<file path="src/rtl/uart_irq_router.sv">
`timescale 1ns/1ps
module uart_irq_router #(
  parameter int ADDR_W  = 4,
  parameter int DATA_W  = 32,
  parameter int NUM_SRC = 11
) (
  input  logic              clk,
  input  logic              rst_n,
  input  logic              wr_en,
  input  logic [ADDR_W-1:0] wr_addr,
  input  logic [DATA_W-1:0] wr_data,
  input  logic [NUM_SRC-1:0] set_evt,
  input  logic [ADDR_W-1:0] rd_addr,
  output logic [DATA_W-1:0] rd_data,
  output logic              irq_any_o,
  output logic              irq_ms_o,
  output logic              irq_rx_o,
  output logic              irq_tx_o,
  output logic              irq_rt_o,
  output logic              irq_err_o
);
  localparam logic [ADDR_W-1:0] A_DATA   = ADDR_W'(0);
  localparam logic [ADDR_W-1:0] A_CTRL   = ADDR_W'(1);
  localparam logic [ADDR_W-1:0] A_MASK   = ADDR_W'(2);
  localparam logic [ADDR_W-1:0] A_RAW    = ADDR_W'(3);
  localparam logic [ADDR_W-1:0] A_MASKED = ADDR_W'(4);
  localparam logic [ADDR_W-1:0] A_CLEAR  = ADDR_W'(5);

  localparam logic [NUM_SRC-1:0] G_MS  = NUM_SRC'('h00F);
  localparam logic [NUM_SRC-1:0] G_RX  = NUM_SRC'('h010);
  localparam logic [NUM_SRC-1:0] G_TX  = NUM_SRC'('h020);
  localparam logic [NUM_SRC-1:0] G_RT  = NUM_SRC'('h040);
  localparam logic [NUM_SRC-1:0] G_ERR = NUM_SRC'('h780);

  logic [NUM_SRC-1:0] raw, mask;
  logic [NUM_SRC-1:0] raw_nxt, mask_nxt, pend_nxt, clr_bits, tx_bit;

  wire hit_data  = wr_en && (wr_addr == A_DATA);
  wire hit_mask  = wr_en && (wr_addr == A_MASK);
  wire hit_clear = wr_en && (wr_addr == A_CLEAR);

  assign clr_bits = hit_clear ? wr_data[NUM_SRC-1:0] : '0;
  assign tx_bit   = hit_data ? G_TX : '0;
  assign raw_nxt  = (raw & ~clr_bits) | set_evt | tx_bit;
  assign mask_nxt = hit_mask ? wr_data[NUM_SRC-1:0] : mask;
  assign pend_nxt = raw_nxt & mask_nxt;

  always_ff @(posedge clk) begin
    if (!rst_n) begin
      raw       <= '0;
      mask      <= '0;
      irq_any_o <= 1'b0;
      irq_ms_o  <= 1'b0;
      irq_rx_o  <= 1'b0;
      irq_tx_o  <= 1'b0;
      irq_rt_o  <= 1'b0;
      irq_err_o <= 1'b0;
    end else begin
      raw       <= raw_nxt;
      mask      <= mask_nxt;
      irq_any_o <= |pend_nxt;
      irq_ms_o  <= |(pend_nxt & G_MS);
      irq_rx_o  <= |(pend_nxt & G_RX);
      irq_tx_o  <= |(pend_nxt & G_TX);
      irq_rt_o  <= |(pend_nxt & G_RT);
      irq_err_o <= |(pend_nxt & G_ERR);
    end
  end

  always_comb begin
    rd_data = '0;
    case (rd_addr)
      A_MASK:   rd_data[NUM_SRC-1:0] = mask;
      A_RAW:    rd_data[NUM_SRC-1:0] = raw;
      A_MASKED: rd_data[NUM_SRC-1:0] = raw & mask;
      default:  rd_data = '0;
    endcase
  end

  AST_CLEAR_DROPS: assert property (@(posedge clk) disable iff (!rst_n)
    (hit_clear && set_evt == '0) |=> ((raw & $past(wr_data[NUM_SRC-1:0])) == '0));
  AST_RO_VIEWS: assert property (@(posedge clk) disable iff (!rst_n)
    (wr_en && (wr_addr == A_RAW || wr_addr == A_MASKED) && set_evt == '0) |=> ($stable(raw) && $stable(mask)));
  AST_DATA_TX: assert property (@(posedge clk) disable iff (!rst_n)
    hit_data |=> raw[5]);
  AST_SET_WINS: assert property (@(posedge clk) disable iff (!rst_n)
    (set_evt != '0) |=> ((raw & $past(set_evt)) == $past(set_evt)));
  AST_ANY_LINE: assert property (@(posedge clk) disable iff (!rst_n)
    irq_any_o == (irq_ms_o || irq_rx_o || irq_tx_o || irq_rt_o || irq_err_o));
  AST_RX_LINE: assert property (@(posedge clk) disable iff (!rst_n)
    irq_rx_o == (raw[4] && mask[4]));
  AST_CTRL_QUIET: assert property (@(posedge clk) disable iff (!rst_n)
    (wr_en && wr_addr == A_CTRL && set_evt == '0) |=> ($stable(raw) && $stable(mask)));
endmodule

</file>
<file path="config.mk">
export PLATFORM = sky130hd
export DESIGN_NAME = uart_irq_router
export DESIGN_NICKNAME = d
export VERILOG_FILES = /design/src/rtl/uart_irq_router.sv
export SDC_FILE = /design/constraint.sdc
export NUM_CORES = 1
export LEC_CHECK = 0
export BUFFER_PORTS_ARGS = -buffer_cell sky130_fd_sc_hd__buf_2
export CAP_MARGIN = 20
export CORE_UTILIZATION = 39
export CTS_CLUSTER_SIZE = 16
export DETAILED_ROUTE_END_ITERATION = 8
export HOLD_SLACK_MARGIN = 0.03
export MAX_ROUTING_LAYER = met4
export PLACE_DENSITY = 0.77
export SLEW_MARGIN = 25
export SYNTH_ARGS = -nofsm -noshare
export SYNTH_HDL_FRONTEND = slang
export SYNTH_SLANG_ARGS = --single-unit
export TNS_END_PERCENT = 5
</file>
<file path="constraint.sdc">
create_clock -name clk -period 1.9 [get_ports clk]
set_input_delay 0.285 -clock clk [delete_from_list [all_inputs] [get_ports clk]]
set_output_delay 0.285 -clock clk [all_outputs]
set_load 0.01 [all_outputs]
</file>
After elaboration in Yosys (flattened, before gate mapping)
Index checks and enable logic that the tools add are counted.
Widths: inputs -> output; s select.
{"block": "word_totals", "output_inout_bits": 38, "inputBits": 54, "elab_cells": 30, "regBits": 28}
{"block": "op_classes", "reduce_logical": 7, "mux": 4, "eq_ne": 5, "n_bitwise": 6}
{"op": "$and 11x11->11", "count": 3}
{"op": "$pmux 11 s3", "count": 1}
{"op": "$mux 11", "count": 2}
{"op": "$eq 4x2->1 const B", "count": 3}
{"op": "$not 11->11", "count": 1}
{"op": "$or 11x11->11", "count": 1}
{"op": "$or 11x6->11", "count": 1}
{"op": "$reduce_or 11->1", "count": 1}
{"op": "$eq 4x3->1 const B", "count": 2}
{"op": "$reduce_or 4->1", "count": 2}
{"op": "$mux 6", "count": 1}
{"op": "$logic_not 4->1", "count": 1}
{"op": "$logic_and 1x1->1", "count": 3}

Depth between registers and ports, before layout
{"block": "depth", "ltp_word": 9, "ltp_mapped": 7, "mapped_depth_nobuf": 5}

Worst setup path after synthesis
No wires, ideal clock.
{"block": "synth_path", "kind": "input-to-reg", "start": "input wr_addr[0]", "end": "register irq_any_o", "required_ns": 1.754, "setup_ns": 0.146, "path_stages": 6, "path_buffers": 1, "arrival_time_ns": 1.718, "path_slack_ns": 0.036, "cell_sequence": "or4b_1 > buf_2 > o21ai_1 > a21oi_1 > o41ai_1 > o2111ai_1"}
{"block": "synth_between", "elab_chain_cells": 9, "elab_cells_between_ends": 15, "classes_between": "2 x eq/ne; 3 x mux; 5 x bitwise; 5 x reduce/logical"}
{"item": "start: declaration", "line": "10", "rtl": "input logic [ADDR_W-1:0] wr_addr,"}
{"item": "$eq 4x3->1", "line": "40", "rtl": "wire hit_clear = wr_en && (wr_addr == A_CLEAR);"}
{"item": "$logic_and 1x1->1", "line": "40"}
{"item": "$mux 11", "line": "42", "rtl": "assign clr_bits = hit_clear ? wr_data[NUM_SRC-1:0] : '0;"}
{"item": "$not 11->11", "line": "44", "rtl": "assign raw_nxt = (raw & ~clr_bits) | set_evt | tx_bit;"}
{"item": "$and 11x11->11", "line": "44"}
{"item": "$or 11x11->11", "line": "44"}
{"item": "$or 11x6->11", "line": "44"}
{"item": "$and 11x11->11 *", "line": "46", "rtl": "assign pend_nxt = raw_nxt & mask_nxt;"}
{"item": "$reduce_or 11->1 *", "line": "61", "rtl": "irq_any_o <= |pend_nxt;"}
{"item": "end signal: assignment", "line": "61"}
{"item": "end: declaration", "line": "15", "rtl": "output logic irq_any_o,"}
Mark *: on every way between the ends. The rest lies on a longest branch, timed or not.
A chain may end at the register's enable or synchronous reset.

Worst setup path in the final report
Ends and elaborated chain as after synthesis.

==> impl_metrics.ini <==
[routing]
wl_met3_um = 285
ant_nets = 0
viasPerCell = 5.188
wl_per_cell_um = 13.24
dr.pass1.iters = 4
wl_met2_mm = 2.010
top_layer_used = met4
drt-total-wl_mm = 4.077
drt-met1-wl_mm = 1.738
drt_iter0_drc = 60
vias = 1598
drc_errors = 0

[clocking]
cts_made_buffers = 3
cts_setup_buffers = 0
cts_tree = yes
insertion_delay_ps = 280
path_clk_slew_ps = 100
clockRootBuffer = clkbuf_8
clock_path_buffers = 2
htree_levels = 1
clkSinkCount = 28

[power_and_ir_drop]
power_mw = 1.240
p_leak_nw = 0.9783
internal-power_mw = 0.9012
pwr-share-comb = 0.193
vdd_drop_max_uv = 673.0
seq_power_share = 0.507
power_frac_clock = 0.300
power.switching_mw = 0.3384
p_per_area_nw_per_um2 = 593.2
switching_share = 0.2730

[worst_setup_path]
arrival_ps = 1960
worstPathCellList = buf_2, or4b_1, buf_6, o21ai_2, a21oi_1, o41ai_2, buf_4, o2111ai_1
r2r_slack_ps = 540
critPathKind = primary input to register
crit_fanout = 8
crit_slowest_cell = or4b_1
end_kind = register
crit_path_start_kind = primary input
cpPeakStageDelay_ps = 530
required_ps = 2050

[sta]
fmax_mhz = 552.8
finalClockSkew_ps = 8.147
hold_viol_final = 0
setup_ws_ps = 90.93
finalCriticalPeriod_ps = 1809
hold-worst-slack_ps = 237.7
slew_viol_final = 0
tightest_slew_ps = 571.6
max_slew_margin = 0.6185
fin_tns_setup_ps = 0
finalCritPeriodShare = 0.9521
setup_viol = 0

[logic_synthesis]
synth_flop_cell = dfxtp_1
yosysUniqueCellTypes = 32
syn-mean-instance-area_um2 = 8.030
synth_adder_area_share = 0
synth-edff-count = 0
synth_mux_area_frac = 0.02008
yosysWarnings = 0
synthArstFlopShare = 0
synthSimpleGateAreaFrac = 0.2402
synthesis.area_um2 = 1558
synth_compound_area_frac = 0.2418
ys_ff_latch = 28
yosysSeqAreaShare = 0.3598
synth_top_family_by_area = compound AO/OA/AOI/OAI gates
synth_xor_area_frac = 0
netlist_instances = 194

[final_layout]
final_nets = 315
final_area_um2 = 2090
utilization = 0.5582
area_growth_syn_to_layout_pct = 34.14
fillCellCount = 363
final-instance-count-excl-fill = 308
multiInputGateArea_um2 = 977.2
seq_area_um2 = 560.5
drive_gt1_frac = 0.3423
diodes = 0

[global_route]
grt_util_all_layers = 0.1969
grt_pass1_wl_mm = 6.279
antenna_found_initial = 0
grt_overflow_total = 0
grt_max_degree = 19
grt_pass1_vias = 1433

[flow_run]
drv_cap = 0

[place]
gp_congestion = 0.9077
place_area_um2 = 1914
port_buffers = 49
dp_cells = 304
hpwlAfterDp_mm = 3.054
place_ws_ps = -299.4

[die]
die_area_um2 = 4251
core_um2 = 3744
num_io_pins = 92
start_util = 0.4161
rows = 22
fp.dieH_um = 65.20
die_x_um = 65.20

[min_path]
min_path_type = primary input to register

[outcome]
status = complete, no violations
==> metal layers <==
metal | vias to the layer above | GRT usage
li1 | 789 | -
met1 | 732 | 0.2455
met2 | 71 | 0.3235
met3 | 6 | 0.03819
met4 | 0 | 0.05435
met5 | - | -
==> final cells by class <==
type / instances / share of cell area
Sequential cell: 28 / 0.2683
Multi-Input combinational cell: 151 / 0.4677
Clock buffer: 4 / 0.02635
Timing Repair Buffer: 71 / 0.1982
Tap cell: 48 / 0.02874
Inverter: 6 / 0.01078
==> timing repair <==
item | 4_1_cts | 5_1_grt
hold buffers | 0 | 0
endpoints found under the setup margin | 1 | 2
resized for setup | 1 | 18
pin swaps | 0 | 2
==> kinds of logic after synthesis <==
| group | count (synthesis) |
|---|---|
| mux | 3 |
| simple gates | 66 |
| flops | 28 |
| other cells | 1 |
| compound gates | 61 |
| buf+inv | 35 |
==> worst max-delay path, delay by kind of cell <==
| kind | cells | cell delay (ps) |
|---|---|---|
| buf+inv | 3 | 430 |
| simple gates | 1 | 530 |
| compound gates | 4 | 710 |
==> sequential cells by signal, indices dropped and copies added (netlist names) <==
register   cells
irq_rt_o       1
raw           11
irq_tx_o       1
irq_err_o      1
irq_ms_o       1
mask          11
irq_any_o      1
irq_rx_o       1
==> cell usage after synthesis (all sizes together) (2+ instances only) <==
cell	number	area, µm²
dfxtp	28	560.5
nand4	3	18.77
clkbuf	7	26.28
nor2b	4	25.02
buf	22	162.7
o41ai	2	17.52
nand2b	8	50.05
inv	6	22.52
nand2	2	7.510
and2	2	12.51
o32ai	8	70.07
a21o	5	37.54
mux2i	2	20.02
a21oi	31	155.2
a22oi	4	30.03
nor3b	9	67.56
nand3	8	40.04
nor2	24	90.09
o21ai	8	40.04
==> power by group through the flow <==
stage / Clock [mW] / Combinational, mW / Sequential [mW]
after floorplan: 0 / 0.140 / 0.637
after global placement: 0 / 0.211 / 0.637
after detailed placement: 0 / 0.215 / 0.638
after CTS: 0.375 / 0.217 / 0.625
after global routing: 0.403 / 0.262 / 0.632
final: 0.372 / 0.239 / 0.628
==> placed cells by master, fill, tap and decap left out, types with 2 or more instances in the layout <==
cell type / instances
a21o_1: 5
a21oi_1: 31
a22oi_1: 4
and2_1: 2
buf_2: 49
buf_4: 21
clkbuf_8: 4
conb_1: 21
dfxtp_1: 28
inv_1: 6
mux2i_1: 2
nand2_1: 2
nand2b_1: 8
nand3_1: 8
nand4_1: 3
nor2_1: 24
nor2b_1: 4
nor3b_1: 9
o21ai_1: 4
o21ai_2: 4
o32ai_2: 4
o32ai_4: 3
o41ai_2: 2
==> worst paths after layout <==
kind | from | to | depth (start not counted)
max reg2reg | raw[3] | irq_any_o | 5
min reg2reg | mask[9] | mask[9] | 2
max | wr_addr[0] | irq_any_o | 8
min | set_evt[5] | raw[5] | 3
Note: power is estimated with default switching activity, not from simulation.
